<file path="src/rtl/adc_ser_pkg.sv">
package adc_ser_pkg;

  typedef enum logic [1:0] {
    MODE_TEST = 2'b00,
    MODE_LANE = 2'b01,
    MODE_FULL = 2'b10
  } mode_e;

  // Strobes from control to datapath
  typedef struct packed {
    logic boundary;   // last bit of current frame; next edge starts a frame
    logic firstBit;   // current cycle carries bit 0 of a frame
    logic testMode;   // active mode flags
    logic laneMode;
    logic fullMode;
    logic nextTest;   // mode the next frame will run in
    logic nextLane;
    logic nextFull;
  } ctrl_t;

endpackage

</file>
<file path="src/rtl/adc_ser_ctrl.sv">
module adc_ser_ctrl
  import adc_ser_pkg::*;
#(
  parameter int WORD_W = 10,
  parameter int NUM_CH = 8
) (
  input  logic       clk,
  input  logic       rst_n,
  input  logic [1:0] modeSel,
  output ctrl_t      ctrl
);
  localparam int FULL_LEN = WORD_W * NUM_CH;
  localparam int CNT_W = $clog2(FULL_LEN);
  localparam logic [CNT_W-1:0] FULL_LAST = CNT_W'(FULL_LEN - 1);
  localparam logic [CNT_W-1:0] WORD_LAST = CNT_W'(WORD_W - 1);

  logic [CNT_W-1:0] bitCnt;
  logic [CNT_W-1:0] lastIdx;
  mode_e activeMode;
  mode_e nextMode;
  logic boundary;

  // code 11 falls back to test mode
  always_comb begin
    case (modeSel)
      2'b01:   nextMode = MODE_LANE;
      2'b10:   nextMode = MODE_FULL;
      default: nextMode = MODE_TEST;
    endcase
  end

  assign lastIdx  = (activeMode == MODE_FULL) ? FULL_LAST : WORD_LAST;
  assign boundary = (bitCnt == lastIdx);

  always_ff @(posedge clk or negedge rst_n) begin
    if (!rst_n) begin
      bitCnt     <= WORD_LAST;
      activeMode <= MODE_TEST;
    end else if (boundary) begin
      bitCnt     <= '0;
      activeMode <= nextMode;
    end else begin
      bitCnt <= bitCnt + 1'b1;
    end
  end

  always_comb begin
    ctrl.boundary = boundary;
    ctrl.firstBit = (bitCnt == '0);
    ctrl.testMode = (activeMode == MODE_TEST);
    ctrl.laneMode = (activeMode == MODE_LANE);
    ctrl.fullMode = (activeMode == MODE_FULL);
    ctrl.nextTest = (nextMode == MODE_TEST);
    ctrl.nextLane = (nextMode == MODE_LANE);
    ctrl.nextFull = (nextMode == MODE_FULL);
  end

endmodule

</file>
<file path="src/rtl/adc_ser_datapath.sv">
module adc_ser_datapath
  import adc_ser_pkg::*;
#(
  parameter int WORD_W = 10,
  parameter int NUM_CH = 8,
  localparam int SEL_W = $clog2(NUM_CH)
) (
  input  logic                     clk,
  input  logic                     rst_n,
  input  ctrl_t                    ctrl,
  input  logic [SEL_W-1:0]         chanSel,
  input  logic [NUM_CH-1:0]        sampleValid,
  input  logic [NUM_CH*WORD_W-1:0] sampleData,
  output logic [WORD_W-1:0]        testBus,
  output logic [NUM_CH-1:0]        laneOut,
  output logic [NUM_CH-1:0]        laneFrame,
  output logic                     fullOut,
  output logic                     fullFrame,
  output logic [NUM_CH-1:0]        overrun
);
  logic [NUM_CH-1:0][WORD_W-1:0] holdReg;
  logic [NUM_CH-1:0][WORD_W-1:0] shadowReg;
  logic [NUM_CH-1:0]             pending;
  logic [NUM_CH-1:0]             laneLive;
  logic [NUM_CH-1:0]             chainIn;
  logic                          fullLive;
  logic [WORD_W-1:0]             testReg;
  logic                          nextSerial;

  assign nextSerial = ctrl.nextLane | ctrl.nextFull;

  for (genvar c = 0; c < NUM_CH; c++) begin : g_ch
    // full-mode chain: channel c takes the MSB of channel c+1
    if (c < NUM_CH - 1) begin : g_link
      assign chainIn[c] = shadowReg[c+1][WORD_W-1];
    end else begin : g_tail
      assign chainIn[c] = 1'b0;
    end

    always_ff @(posedge clk or negedge rst_n) begin
      if (!rst_n) begin
        holdReg[c] <= '0;
        pending[c] <= 1'b0;
        overrun[c] <= 1'b0;
      end else begin
        if (sampleValid[c]) begin
          holdReg[c] <= sampleData[c*WORD_W +: WORD_W];
          pending[c] <= 1'b1;
          if (pending[c] && !ctrl.boundary) overrun[c] <= 1'b1;
        end else if (ctrl.boundary) begin
          pending[c] <= 1'b0;
        end
      end
    end

    always_ff @(posedge clk or negedge rst_n) begin
      if (!rst_n) begin
        shadowReg[c] <= '0;
        laneLive[c]  <= 1'b0;
      end else if (ctrl.boundary) begin
        shadowReg[c] <= (nextSerial && pending[c]) ? holdReg[c] : '0;
        laneLive[c]  <= ctrl.nextLane && pending[c];
      end else if (ctrl.laneMode) begin
        shadowReg[c] <= {shadowReg[c][WORD_W-2:0], 1'b0};
      end else if (ctrl.fullMode) begin
        shadowReg[c] <= {shadowReg[c][WORD_W-2:0], chainIn[c]};
      end
    end

    assign laneOut[c]   = ctrl.laneMode & shadowReg[c][WORD_W-1];
    assign laneFrame[c] = ctrl.laneMode & ctrl.firstBit & laneLive[c];
  end

  always_ff @(posedge clk or negedge rst_n) begin
    if (!rst_n) begin
      fullLive <= 1'b0;
      testReg  <= '0;
    end else if (ctrl.boundary) begin
      fullLive <= ctrl.nextFull && (|pending);
      if (ctrl.nextTest && pending[chanSel]) testReg <= holdReg[chanSel];
    end
  end

  assign fullOut   = ctrl.fullMode & shadowReg[0][WORD_W-1];
  assign fullFrame = ctrl.fullMode & ctrl.firstBit & fullLive;
  assign testBus   = ctrl.testMode ? testReg : '0;

endmodule

</file>
<file path="src/rtl/adc_ser_top.sv">
module adc_ser_top
  import adc_ser_pkg::*;
#(
  parameter int WORD_W = 10,
  parameter int NUM_CH = 8,
  localparam int SEL_W = $clog2(NUM_CH)
) (
  input  logic                     clk,
  input  logic                     rst_n,
  input  logic [1:0]               modeSel,
  input  logic [SEL_W-1:0]         chanSel,
  input  logic [NUM_CH-1:0]        sampleValid,
  input  logic [NUM_CH*WORD_W-1:0] sampleData,
  output logic [WORD_W-1:0]        testBus,
  output logic [NUM_CH-1:0]        laneOut,
  output logic [NUM_CH-1:0]        laneFrame,
  output logic                     fullOut,
  output logic                     fullFrame,
  output logic [NUM_CH-1:0]        overrun
);
  ctrl_t ctrl;

  adc_ser_ctrl #(.WORD_W(WORD_W), .NUM_CH(NUM_CH)) u_ctrl (
    .clk     (clk),
    .rst_n   (rst_n),
    .modeSel (modeSel),
    .ctrl    (ctrl)
  );

  adc_ser_datapath #(.WORD_W(WORD_W), .NUM_CH(NUM_CH)) u_dp (
    .clk         (clk),
    .rst_n       (rst_n),
    .ctrl        (ctrl),
    .chanSel     (chanSel),
    .sampleValid (sampleValid),
    .sampleData  (sampleData),
    .testBus     (testBus),
    .laneOut     (laneOut),
    .laneFrame   (laneFrame),
    .fullOut     (fullOut),
    .fullFrame   (fullFrame),
    .overrun     (overrun)
  );

endmodule

</file>
<file path="config.mk">
export PLATFORM = sky130hd
export DESIGN_NAME = adc_ser_top
export DESIGN_NICKNAME = d
export VERILOG_FILES = /design/src/rtl/adc_ser_pkg.sv /design/src/rtl/adc_ser_ctrl.sv /design/src/rtl/adc_ser_datapath.sv /design/src/rtl/adc_ser_top.sv
export SDC_FILE = /design/constraint.sdc
export NUM_CORES = 1
export LEC_CHECK = 0
export BUFFER_PORTS_ARGS = -buffer_cell sky130_fd_sc_hd__buf_2
export CELL_PAD_IN_SITES_DETAIL_PLACEMENT = 1
export CELL_PAD_IN_SITES_GLOBAL_PLACEMENT = 1
export CORE_ASPECT_RATIO = 0.8
export CORE_MARGIN = 2
export CORE_UTILIZATION = 42
export CTS_CLUSTER_DIAMETER = 150
export DETAILED_ROUTE_END_ITERATION = 12
export PLACE_DENSITY_LB_ADDON = 0.2
export RECOVER_POWER = 50
export SYNTH_ARGS = -nofsm -noshare
export SYNTH_HDL_FRONTEND = slang
export SYNTH_HIERARCHICAL = 1
export SYNTH_SLANG_ARGS = --single-unit
</file>
<file path="constraint.sdc">
create_clock -name clk -period 2.8 [get_ports clk]
set_clock_uncertainty 0.2 [all_clocks]
set_input_delay 0.56 -clock clk [delete_from_list [all_inputs] [get_ports clk]]
set_output_delay 0.56 -clock clk [all_outputs]
set_load 0.01 [all_outputs]
</file>
==> out/qor.csv <==
stage,metric,value,unit
run_status,outcome,"complete, but fails checks",
run_status,violations,"max-capacitance violations, max-slew violations, negative setup slack",
finish,layout.nets,989,
yosys,postSynthCellCount,764,
drt,antenna_left,0,
timing,period_needed,2870,ps
yosys,synthTopCellsByArea,"dfrtp_1 (55%), mux2_2 (12%), a221oi_1 (6.8%)",
clock_network,clock_path_buffers,3,
finish,multi_input_area,3830,µm²
clock_network,cts_buffers,22,
yosys,synth.top_cell.area_share,0.547,
floorplanning,start_util,0.428,
drt,via_per_inst,5.78,
hold_path,hp-class,in -> reg,
drt,drt-initial-drc-count,582,
timing,setup_viol,9,
floorplanning,coreArea,21600,µm²
drt,route.detailed.drc,0,
finish,drive_above_1_share,0.347,
placed_design,pre_cts_slack,31.1,ps
worst_setup_path,reg2regPathDepth,8,
yosys,netlist_area,9240,µm²
power,vdd_drop_max,0.542,mV
floorplanning,pin_count,131,
global_route,antenna_found_initial,1,
power,power_density,1010,nW/µm²
worst_setup_path,worst-setup-path-type,reg -> out,
hold_path,min_path_cells,2,
finish,regArea,5110,µm²
yosys,synth_most_common_cell,dfrtp_1,
drt,wl_per_cell,22.8,µm
floorplanning,die_w,170,µm
yosys,synth_seq_cells,204,
global_route,gr-total-overflow,0,
drt,first_pass_iters,5,
yosys,synth_seq_area_share,0.553,
clock_network,tritoncts,done,
worst_setup_path,required,2040,ps
floorplanning,dieArea,23200,µm²
finish,utilization,0.512,
global_route,grt_max_degree,80,
placed_design,io_buffer_count,130,
global_route,grtUsageTotal,0.239,
finish,fillerInstances,2243,
yosys,yosysUniqueCellTypes,45,
floorplanning,die_h,137,µm
global_route,grt_pass1_wl,42600,µm
clock_network,clkLatencyLatePin,500,ps
global_route,grt_pass1_vias,7310,
worst_setup_path,worst_setup_path_start_kind,flop,
timing,worst_slew_pin_slew,1780,ps
worst_setup_path,cp.arrival,2110,ps
timing,finalHoldViolations,0,
yosys,synth_edf_count,0,
yosys,synthArstFlopShare,1.00,
drt,wl,26900,µm
placed_design,post-dp-hpwl,18900,µm
floorplanning,num_rows,48,
timing,fin_hold_ws,82.8,ps
run,drv_cap,1,
clock_network,clk_pin_slew,60,ps
yosys,syn-num-nets,863,
finish,antenna_cells,0,
timing,worst_slack,-72.2,ps
yosys,yosys.area.top_type,dfrtp_1,
drt,vias,6818,
yosys,yosys_warnings,6,
timing,report.final.slew_viol_count,75,
clock_network,clock_sinks,204,
clock_network,cts-root-buf,clkbuf_16,
yosys,synth_common_cells,"dfrtp_1 (202), nor2_1 (154), mux2_2 (101)",
timing,grt_setup_unrepaired,yes,
yosys,syn-mean-instance-area,12.1,µm²
placed_design,dp_cells,1139,
worst_setup_path,worstPathMaxFanout,9,
yosys,synth_ff_type,dfrtp_1,
placed_design,place.gp.congestion,0.772,
timing,slew_headroom,-0.184,
power,power_leakage,0.00471,µW
finish,area_delta_synth_final,19.5,%
timing,fmax,0.348,GHz
timing,period_share,1.03,
worst_setup_path,cp-end-kind,output port,
finish,fin_cells,1179,
clock_network,h-tree-depth,1,
registers in the layout (all words and copies together) (netlist names):
| name | flops |
|---|---|
| u_dp/pending | 8 |
| u_dp/shadowReg | 73 |
| u_dp/testReg | 10 |
| u_dp/chainIn | 7 |
| u_dp/fullLive | 1 |
| u_ctrl/bitCnt | 7 |
| u_dp/holdReg | 80 |
| u_dp/overrun | 8 |
| u_ctrl/activeMode | 2 |
| u_dp/laneLive | 8 |
metal layers:
metal  GRT usage  up-vias  wire length, µm  share of wire
li1            -     3036                -              -
met1       0.339     3518            12200           0.45
met2       0.395      224            12900           0.48
met3      0.0370       40             1370          0.051
met4      0.0484        0              488          0.018
met5           0        -                0              0
critical path, cell delays in order, from the launching register on:
cell	delay, ps
dfrtp_2	400
inv_1	50
ha_1	130
or4b_4	460
nor3_2	130
buf_4	160
and3_1	160
buf_2	130
cell usage in the layout, fill, tap and decap left out, types with 3 or more instances in the layout:
cell	instances
a221oi_1	72
o21ai_0	17
and2_1	23
nand2_1	10
a21o_1	8
buf_2	122
nor2_1	153
mux2_2	101
buf_12	5
bufinv_16	3
and2_2	5
a31o_2	9
clkbuf_1	13
and3_1	10
ha_1	4
mux4_1	18
nand3_1	13
dfrtp_1	201
a31oi_1	3
inv_1	16
buf_4	17
clkbuf_16	23
clkbuf_8	6
mux4_2	3
a21oi_1	11
report_power, final:
| part | switching, µW | internal [µW] | leakage (µW) | total (µW) |
|---|---|---|---|---|
| logic | 2160 | 1500 | 0.00207 | 3670 |
| registers | 596 | 3780 | 0.00226 | 4370 |
| clock network | 1170 | 1930 | 0.000382 | 3090 |
| total | 3920 | 7210 | 0.00471 | 11100 |
path summary, 6_finish.rpt:
path | from | end | slack (ps)
setup / recovery | u_ctrl/bitCnt[1]$_DFF_PN0_ | laneFrame[6] | -70
hold / removal | sampleData[22] | u_dp/holdReg[22]$_DFFE_PN0P_ | 80
setup reg to reg | u_ctrl/bitCnt[1]$_DFF_PN0_ | u_dp/shadowReg[7]$_DFFE_PN0P_ | 130
hold reg to reg | u_dp/overrun[7]$_DFFE_PN0P_ | u_dp/overrun[7]$_DFFE_PN0P_ | 270
max in group asynchronous | rst_n | u_ctrl/bitCnt[1]$_DFF_PN0_ | 310
min in group asynchronous | rst_n | u_dp/holdReg[43]$_DFFE_PN0P_ | 870
layout make-up:
| cell class | instances | share of cell area |
|---|---|---|
| Tap cell | 275 | 0.0312 |
| Inverter | 18 | 0.00612 |
| Multi-Input combinational cell | 487 | 0.347 |
| Sequential cell | 204 | 0.463 |
| Timing Repair Buffer | 157 | 0.0827 |
| Clock buffer | 33 | 0.0610 |
| Clock inverter | 5 | 0.00907 |
cell families after synthesis:
group | Yosys count | synth area share
xor+xnor | 4 | 0.00379
fa+ha+maj | 4 | 0.00542
buf+inv | 73 | 0.0355
flops | 204 | 0.553
compound gates | 125 | 0.105
simple gates | 229 | 0.111
mux | 125 | 0.186
metrics by stage:
stage                     instance area, µm²  power [µW]  TNS, ps
after CTS                              11100       11200     -655
after detailed placement               10300        8030        0
final                                  11000       11100     -494
after global routing                   11000       11800    -1480
after floorplan                         9240        6620        0
after global placement                 10300        7760        0
repair_timing:
item / in CTS / in global routing
gates resized for setup: 8 / 3
endpoints found under the setup margin: 12 / 85
setup buffers: 1 / 0
hold buffers: 1 / 0
hold endpoints to repair: 67 / 0
Power figures use the tool's default switching activity.
